===== src/rtl/hexsum_pkg.sv =====
package hexsum_pkg;
  localparam int NIB_W   = 4;
  localparam int DIGITS  = 4;
  localparam int SEG_W   = 7;
  localparam int SCAN_W  = $clog2(DIGITS);
  localparam int WORD_W  = NIB_W * DIGITS;
  typedef logic [NIB_W-1:0]  nib_t;
  typedef logic [SEG_W-1:0]  seg_t;
  typedef logic [SCAN_W-1:0] scan_t;
endpackage


===== src/rtl/scan_timer.sv =====
module scan_timer #(
  parameter int PRESCALE = 1,
  parameter int DIGITS   = 4
) (
  input  logic                      clk,
  input  logic                      rst,
  output logic [$clog2(DIGITS)-1:0] scan
);
  localparam int SW = $clog2(DIGITS);
  localparam int PW = (PRESCALE > 1) ? $clog2(PRESCALE) : 1;
  localparam logic [PW-1:0] PRE_LAST = PW'(PRESCALE - 1);
  localparam logic [SW-1:0] SCAN_LAST = SW'(DIGITS - 1);

  logic [PW-1:0] pre;

  always_ff @(posedge clk) begin
    if (rst) begin
      pre  <= '0;
      scan <= '0;
    end else if (pre == PRE_LAST) begin
      pre  <= '0;
      scan <= (scan == SCAN_LAST) ? '0 : scan + 1'b1;
    end else begin
      pre <= pre + 1'b1;
    end
  end
endmodule


===== src/rtl/digit_decoder.sv =====
module digit_decoder #(
  parameter int DIGITS = 4
) (
  input  logic [$clog2(DIGITS)-1:0] sel,
  output logic [DIGITS-1:0]         onehot
);
  localparam int SW = $clog2(DIGITS);
  for (genvar i = 0; i < DIGITS; i++) begin : g_dec
    assign onehot[i] = (sel == SW'(i));
  end
endmodule


===== src/rtl/nibble_select.sv =====
module nibble_select #(
  parameter int DIGITS = 4,
  parameter int NIB_W  = 4
) (
  input  logic [DIGITS*NIB_W-1:0]   word,
  input  logic [$clog2(DIGITS)-1:0] sel,
  output logic [NIB_W-1:0]          nib
);
  logic [NIB_W-1:0] lane [DIGITS];
  for (genvar i = 0; i < DIGITS; i++) begin : g_lane
    assign lane[i] = word[i*NIB_W +: NIB_W];
  end
  assign nib = lane[sel];
endmodule


===== src/rtl/hex_to_seg.sv =====
module hex_to_seg
  import hexsum_pkg::*;
(
  input  nib_t hex,
  output seg_t seg
);
  always_comb begin
    unique case (hex)
      4'h0: seg = 7'h3F;
      4'h1: seg = 7'h06;
      4'h2: seg = 7'h5B;
      4'h3: seg = 7'h4F;
      4'h4: seg = 7'h66;
      4'h5: seg = 7'h6D;
      4'h6: seg = 7'h7D;
      4'h7: seg = 7'h07;
      4'h8: seg = 7'h7F;
      4'h9: seg = 7'h6F;
      4'hA: seg = 7'h77;
      4'hB: seg = 7'h7C;
      4'hC: seg = 7'h39;
      4'hD: seg = 7'h5E;
      4'hE: seg = 7'h79;
      default: seg = 7'h71;
    endcase
  end
endmodule


===== src/rtl/hexsum_scan_display.sv =====
module hexsum_scan_display
  import hexsum_pkg::*;
#(
  parameter int PRESCALE = 1
) (
  input  logic         clk,
  input  logic         rst,
  input  logic [7:0]   sw,
  output logic [7:0]   seg_n,
  output logic [3:0]   dig_n
);
  localparam int SUM_W = 2 * NIB_W;

  nib_t              op_a, op_b, shown;
  logic [SUM_W-1:0]  sum;
  logic [WORD_W-1:0] word;
  scan_t             scan;
  logic [DIGITS-1:0] dig_on;
  seg_t              seg_on;

  assign op_a = sw[NIB_W-1:0];
  assign op_b = sw[2*NIB_W-1:NIB_W];
  assign sum  = SUM_W'(op_a) + SUM_W'(op_b);
  assign word = {op_a, op_b, sum};

  scan_timer #(.PRESCALE(PRESCALE), .DIGITS(DIGITS)) u_timer (
    .clk(clk), .rst(rst), .scan(scan)
  );

  digit_decoder #(.DIGITS(DIGITS)) u_dec (
    .sel(scan), .onehot(dig_on)
  );

  nibble_select #(.DIGITS(DIGITS), .NIB_W(NIB_W)) u_sel (
    .word(word), .sel(scan), .nib(shown)
  );

  hex_to_seg u_seg (.hex(shown), .seg(seg_on));

  assign seg_n = {1'b1, ~seg_on};
  assign dig_n = ~dig_on;
endmodule


===== config.mk =====
export PLATFORM = sky130hd
export DESIGN_NAME = hexsum_scan_display
export DESIGN_NICKNAME = d
export VERILOG_FILES = /design/src/rtl/hexsum_pkg.sv /design/src/rtl/scan_timer.sv /design/src/rtl/digit_decoder.sv /design/src/rtl/nibble_select.sv /design/src/rtl/hex_to_seg.sv /design/src/rtl/hexsum_scan_display.sv
export SDC_FILE = /design/constraint.sdc
export NUM_CORES = 1
export LEC_CHECK = 0
export CAP_MARGIN = 10
export CORE_MARGIN = 2
export CORE_UTILIZATION = 48
export CTS_BUF_LIST = sky130_fd_sc_hd__clkbuf_16
export DETAILED_ROUTE_END_ITERATION = 16
export PLACE_DENSITY = 0.83
export SLEW_MARGIN = 20
export SYNTH_ARGS = -nofsm -noshare
export SYNTH_HDL_FRONTEND = slang
export SYNTH_SLANG_ARGS = --single-unit

===== constraint.sdc =====
create_clock -name clk -period 5.2 [get_ports clk]
set_input_delay 1.04 -clock clk [delete_from_list [all_inputs] [get_ports clk]]
set_output_delay 1.04 -clock clk [all_outputs]
set_load 0.05 [all_outputs]

# [Word level (Yosys, flattened, before mapping)]
# Memory sizes are Yosys's and may differ from the RTL's.
# Index checks and enable logic that the tools add are counted.
[totals] romBits=112 register_bits=3 output_inout_bits=12 memories=1 wordCells=20
[memory_table] name="(name not given)" depth=16 word_bits=7 rd=1 rd_clocked_by_memory_dff=0 wr=0 line="hex_to_seg.sv:8" source="unique case (hex)"
[op_classes] n_lt_le_gt_ge=1 reduce_logical=2 n_addsub=3 mux=4 eq_ne=3 bitwise=4
[ops] op="$bmux 4 s2" count=1
[ops] op="$mux 4" count=2
[ops] op="$not 7->7" count=1
[ops] op="$add 4x4->5" count=1
[ops] op="$eq 2x2->1 const B" count=2
[ops] op="$not 4->4" count=1
[ops] op="$ge 3x3->1 const B" count=1
[ops] op="$not 2->3" count=1
[ops] op="$add 2x1->2 const B" count=1
[ops] op="$eq 2x1->1 const B" count=1
[ops] op="$logic_not 2->1" count=1
[ops] op="$mux 2" count=1
[ops] op="$reduce_or 2->1" count=1
[ops] op="$add 1x1->1 const B" count=1
[ops] op="$not 1->1" count=1

# [Depth between registers and ports, before layout]
# An unclocked memory read counts as a cell.
[depth] word_depth=6 ltp_mapped=9 ltp_nobuf=9

# [Cells and area by module]
# From an unflattened synthesis, not the netlist that was laid out.
[hier_totals] cells_unflattened=81 hier_area_um2=719.4
[modules_own_cells] mod="hex_to_seg" cells_per_inst=33 instances=1 area_each_um2=290.3
[modules_own_cells] mod="hexsum_scan_display" cells_per_inst=30 instances=1 area_each_um2=192.7
[modules_own_cells] mod="nibble_select" cells_per_inst=4 instances=1 area_each_um2=105.1
[modules_own_cells] mod="scan_timer" cells_per_inst=10 instances=1 area_each_um2=105.1
[modules_own_cells] mod="digit_decoder" cells_per_inst=4 instances=1 area_each_um2=26.3

# [Worst setup path after synthesis]
# No wires, ideal clock.
[synth_timing] path_kind="input-to-output" startpoint="in sw[0]" endpoint="out seg_n[1]" arrival_time_ps=3938 n_path_buf=0 t_required_ps=4160 stages=9 path_slack_ps=222 cell_sequence="ha_1 > fa_1 > a21o_2 > a211oi_1 > o22ai_1 > inv_1 > ha_1 > mux2_2 > o21ai_0"
[synth_via] elab_chain_len=6
[synth_rtl] item="start, declared" line="hexsum_scan_display.sv:8" source="input logic [7:0] sw,"
[synth_rtl] item="$add 4x4->5" line="hexsum_scan_display.sv:23" source="assign sum = SUM_W'(op_a) + SUM_W'(op_b);"
[synth_rtl] item="$bmux 4 s2 *" line="nibble_select.sv:13" source="assign nib = lane[sel];"
[synth_rtl] item="$mux 4 (implied by the code) * (2 in series)" line="nibble_select.sv:13"
[synth_rtl] item="$mem_v2 16x7 *"
[synth_rtl] item="$not 7->7 *" line="hexsum_scan_display.sv:40" source="assign seg_n = {1'b1, ~seg_on};"
[synth_rtl] item="end, declared" line="hexsum_scan_display.sv:9" source="output logic [7:0] seg_n,"
# Mark *: on every way between the ends. The rest lies on a longest branch, timed or not. The select of a mux whose other input is x is not followed.

# [Final worst setup path]
[layout_timing] startpoint="in sw[0]" endpoint="out seg_n[3]"
# Same word-level chain as after synthesis.

==> summary.txt <==
Setup path
  – Crit Path Class: in -> out
  – Critical Path Source Type: primary input
  – Worst setup EP type: primary output
  – R2r setup slk: 3.68 ns
  – Reg2Reg Depth: 4
  – CP max FO: 5
  – Worst path arrival time: 3.91 ns
  – R2r endpoint: u_timer.scan[1]
  – Req. time, crit path: 4.16 ns
  – FF-to-FF Start: u_timer.scan[0]

Clocking
  – Clock root buffer: clkbuf_16
  – CTS tree: yes
  – CTS H-tree depth: 1
  – CTS Buf Count: 3
  – Clock transition at path regs: 0.03 ns
  – CTS Buffer Depth: 2
  – Clock sinks: 3
  – Worst skew pair latency: 0.22 ns

Pwr
  – PD cells: 393 mW/mm^2
  – Leakage power: 0.457 nW
  – Peak VDD IR: 0.282 mV

Synthesis
  – Most numerous cell in the Yosys netlist: ha_1
  – Top cell type by total area after synthesis: ha_1
  – Post-Syn Area: 677 sq um
  – Synth top area cells: ha_1 (28%), dfxtp_1 (8.9%), mux2i_1 (8.9%)
  – Synth unique cells: 31
  – Mean Syn Cell Area: 8.91 sq um
  – Async SR Flop Fraction: 0%
  – Synth top area share: 27.7%
  – Synth Register Bits: 3
  – Primary FF master, synth: dfxtp_1
  – Part of the Yosys area used for sequential elements: 8.87%
  – Post-Synthesis Cells: 76
  – Ys Warns: 0
  – Commonest cells post-synth: ha_1 (15), inv_1 (8), mux2i_1 (6), nor2_1 (6)
  – Syn Nets: 102
  – Post-synth EDFFs: 0

Worst hold path
  – Hold/Removal Path Class: reg -> reg
  – Hold Startpoint: u_timer.pre
  – Hold path cells: 2
  – Worst Hold Endpoint: u_timer.scan[0]

Outcome
  – Outcome: finished, final reports clean

Die
  – Die X: 41.6 um
  – Die Height: 41.6 um
  – Core Region: 0.00130 sq mm
  – Initial Util: 52.0%
  – Std cell rows: 13
  – IO Pins: 22
  – Die ar.: 0.00173 sq mm

Placement
  – Post-DP HPWL: 1170 um
  – PortBufs: 20
  – Global placement routability congestion: 0.714

Timing
  – Final TNS setup: 0 ns
  – Final Cycle Share: 95.2%
  – Worst-Margin Slew: 0.667 ns
  – RSZ-0062 raised after global routing: no
  – Fin crit period: 4.95 ns
  – Count of final hold-check violations: 0
  – Fin. max-slew vios: 0
  – Rel. slew slack: 55.1%
  – Final setup fails: 0
  – FMAX: 202 MHz
  – Clock skew: 0.00158 ns

Route
  – Vias/cell: 5.47
  – DRT Wirelength: 1490 um
  – Vias: 618
  – Iter 0 DRT Violations: 6
  – Antenna-violating nets left: 0
  – Count of TritonRoute iterations in the first routing pass: 4
  – DRC violations left: 0
  – Wire length per cell: 13.2 um

GRT
  – Largest net degree at the start of global routing: 14
  – Initial antenna violation count: 0
  – Total GRT Usage: 18.8%
  – Vias in the first global route: 646
  – GR Overflow Total: 0
  – First-pass GRT wire length: 2620 um

Finish
  – Layout cell share with drive strength beyond 1: 21.4%
  – Diodes inserted: 0
  – Core Util, Final: 75.5%
  – Area grow syn2layout: 45.1%
  – Final net count: 125

Job
  – Max cap viols: 0
sequential cells by signal, indices dropped and copies added (netlist names):
signal        count
u_timer.pre       1
u_timer.scan      2
per-layer routing:
| layer | GRT usage [%] | wire [um] | vias to the layer above |
|---|---|---|---|
| li1 | - | - | 314 |
| met1 | 21.8 | 640 | 292 |
| met2 | 35.0 | 825 | 10 |
| met3 | 1.74 | 15 | 2 |
| met4 | 7.10 | 12 | 0 |
| met5 | 0 | 0 | - |
layout by cell type (no fill, tap or decap), types with 2 or more instances in the layout:
master	n
buf_12	3
nand3b_1	3
inv_1	9
ha_1	15
conb_1	2
a21oi_1	3
clkbuf_16	3
clkdlybuf4s50_1	13
nand3_1	3
mux2i_1	6
mux2_2	2
o21ai_0	2
nand2_1	2
nor2_1	6
o22ai_1	2
dfxtp_1	3
buf_4	6
area by class of cell:
class	instances	area [sq um]
Inverter	8	30.0
Sequential cell	3	60.1
Tap cell	15	18.8
Clock buffer	3	75.1
Timing Repair Buffer	22	235
Fill cell	94	319
Clock inverter	1	3.75
Multi-Input combinational cell	61	559
logic make-up after synthesis:
kind of cell / count (synthesis) / share of synthesized area (%)
mux: 9 / 16.1
simple gates: 19 / 16.3
other cells: 2 / 1.11
xor+xnor: 1 / 1.29
flops: 3 / 8.87
buf+inv: 12 / 8.50
compound gates: 14 / 17.2
fa+ha+maj: 16 / 30.7
how the worst max path moves through the flow:
stage / startpoint / endpoint / slack (ns)
after floorplan: sw[0] / seg_n[1] / 0.22
after global placement: sw[0] / seg_n[1] / 0.29
after detailed placement: sw[0] / seg_n[1] / 0.20
after CTS: sw[0] / seg_n[1] / 0.18
after global routing: sw[0] / seg_n[3] / 0.09
final: sw[0] / seg_n[3] / 0.25
critical path, stage by stage:
cell and delay [ns]:
clkdlybuf4s50_1 0.43, ha_1 0.24, fa_1 0.41, a21o_2 0.21
a211oi_1 0.22, o22ai_1 0.21, inv_1 0.18, ha_1 0.26
mux4_1 0.50, buf_4 0.20
report_power, final:
| part | internal, mW | leakage (nW) | switching [mW] |
|---|---|---|---|
| logic | 0.0965 | 0.389 | 0.141 |
| clock network | 0.0991 | 0.0423 | 0.0201 |
| registers | 0.0249 | 0.0249 | 0.00457 |
| total | 0.220 | 0.457 | 0.166 |
through the flow:
stage | worst slack [ns] | power (mW) | hold WS (ns) | cell area [sq um] | cells
after global routing | 0.0936 | 0.406 | 0.606 | 982 | 113
after CTS | 0.181 | 0.389 | 0.572 | 982 | 113
after detailed placement | 0.205 | 0.267 | 0.538 | 903 | 109
after global placement | 0.289 | 0.262 | 0.533 | 903 | 109
after floorplan | 0.222 | 0.190 | 0.506 | 677 | 76
final | 0.252 | 0.386 | 0.562 | 982 | 113
what timing repair did:
item                                    CTS  global route
resized for setup                         0             1
endpoints found under the setup margin    0             1
setup buffers                             0             0
hold buffers                              0             0
Note: power is estimated with default switching activity, not from simulation.
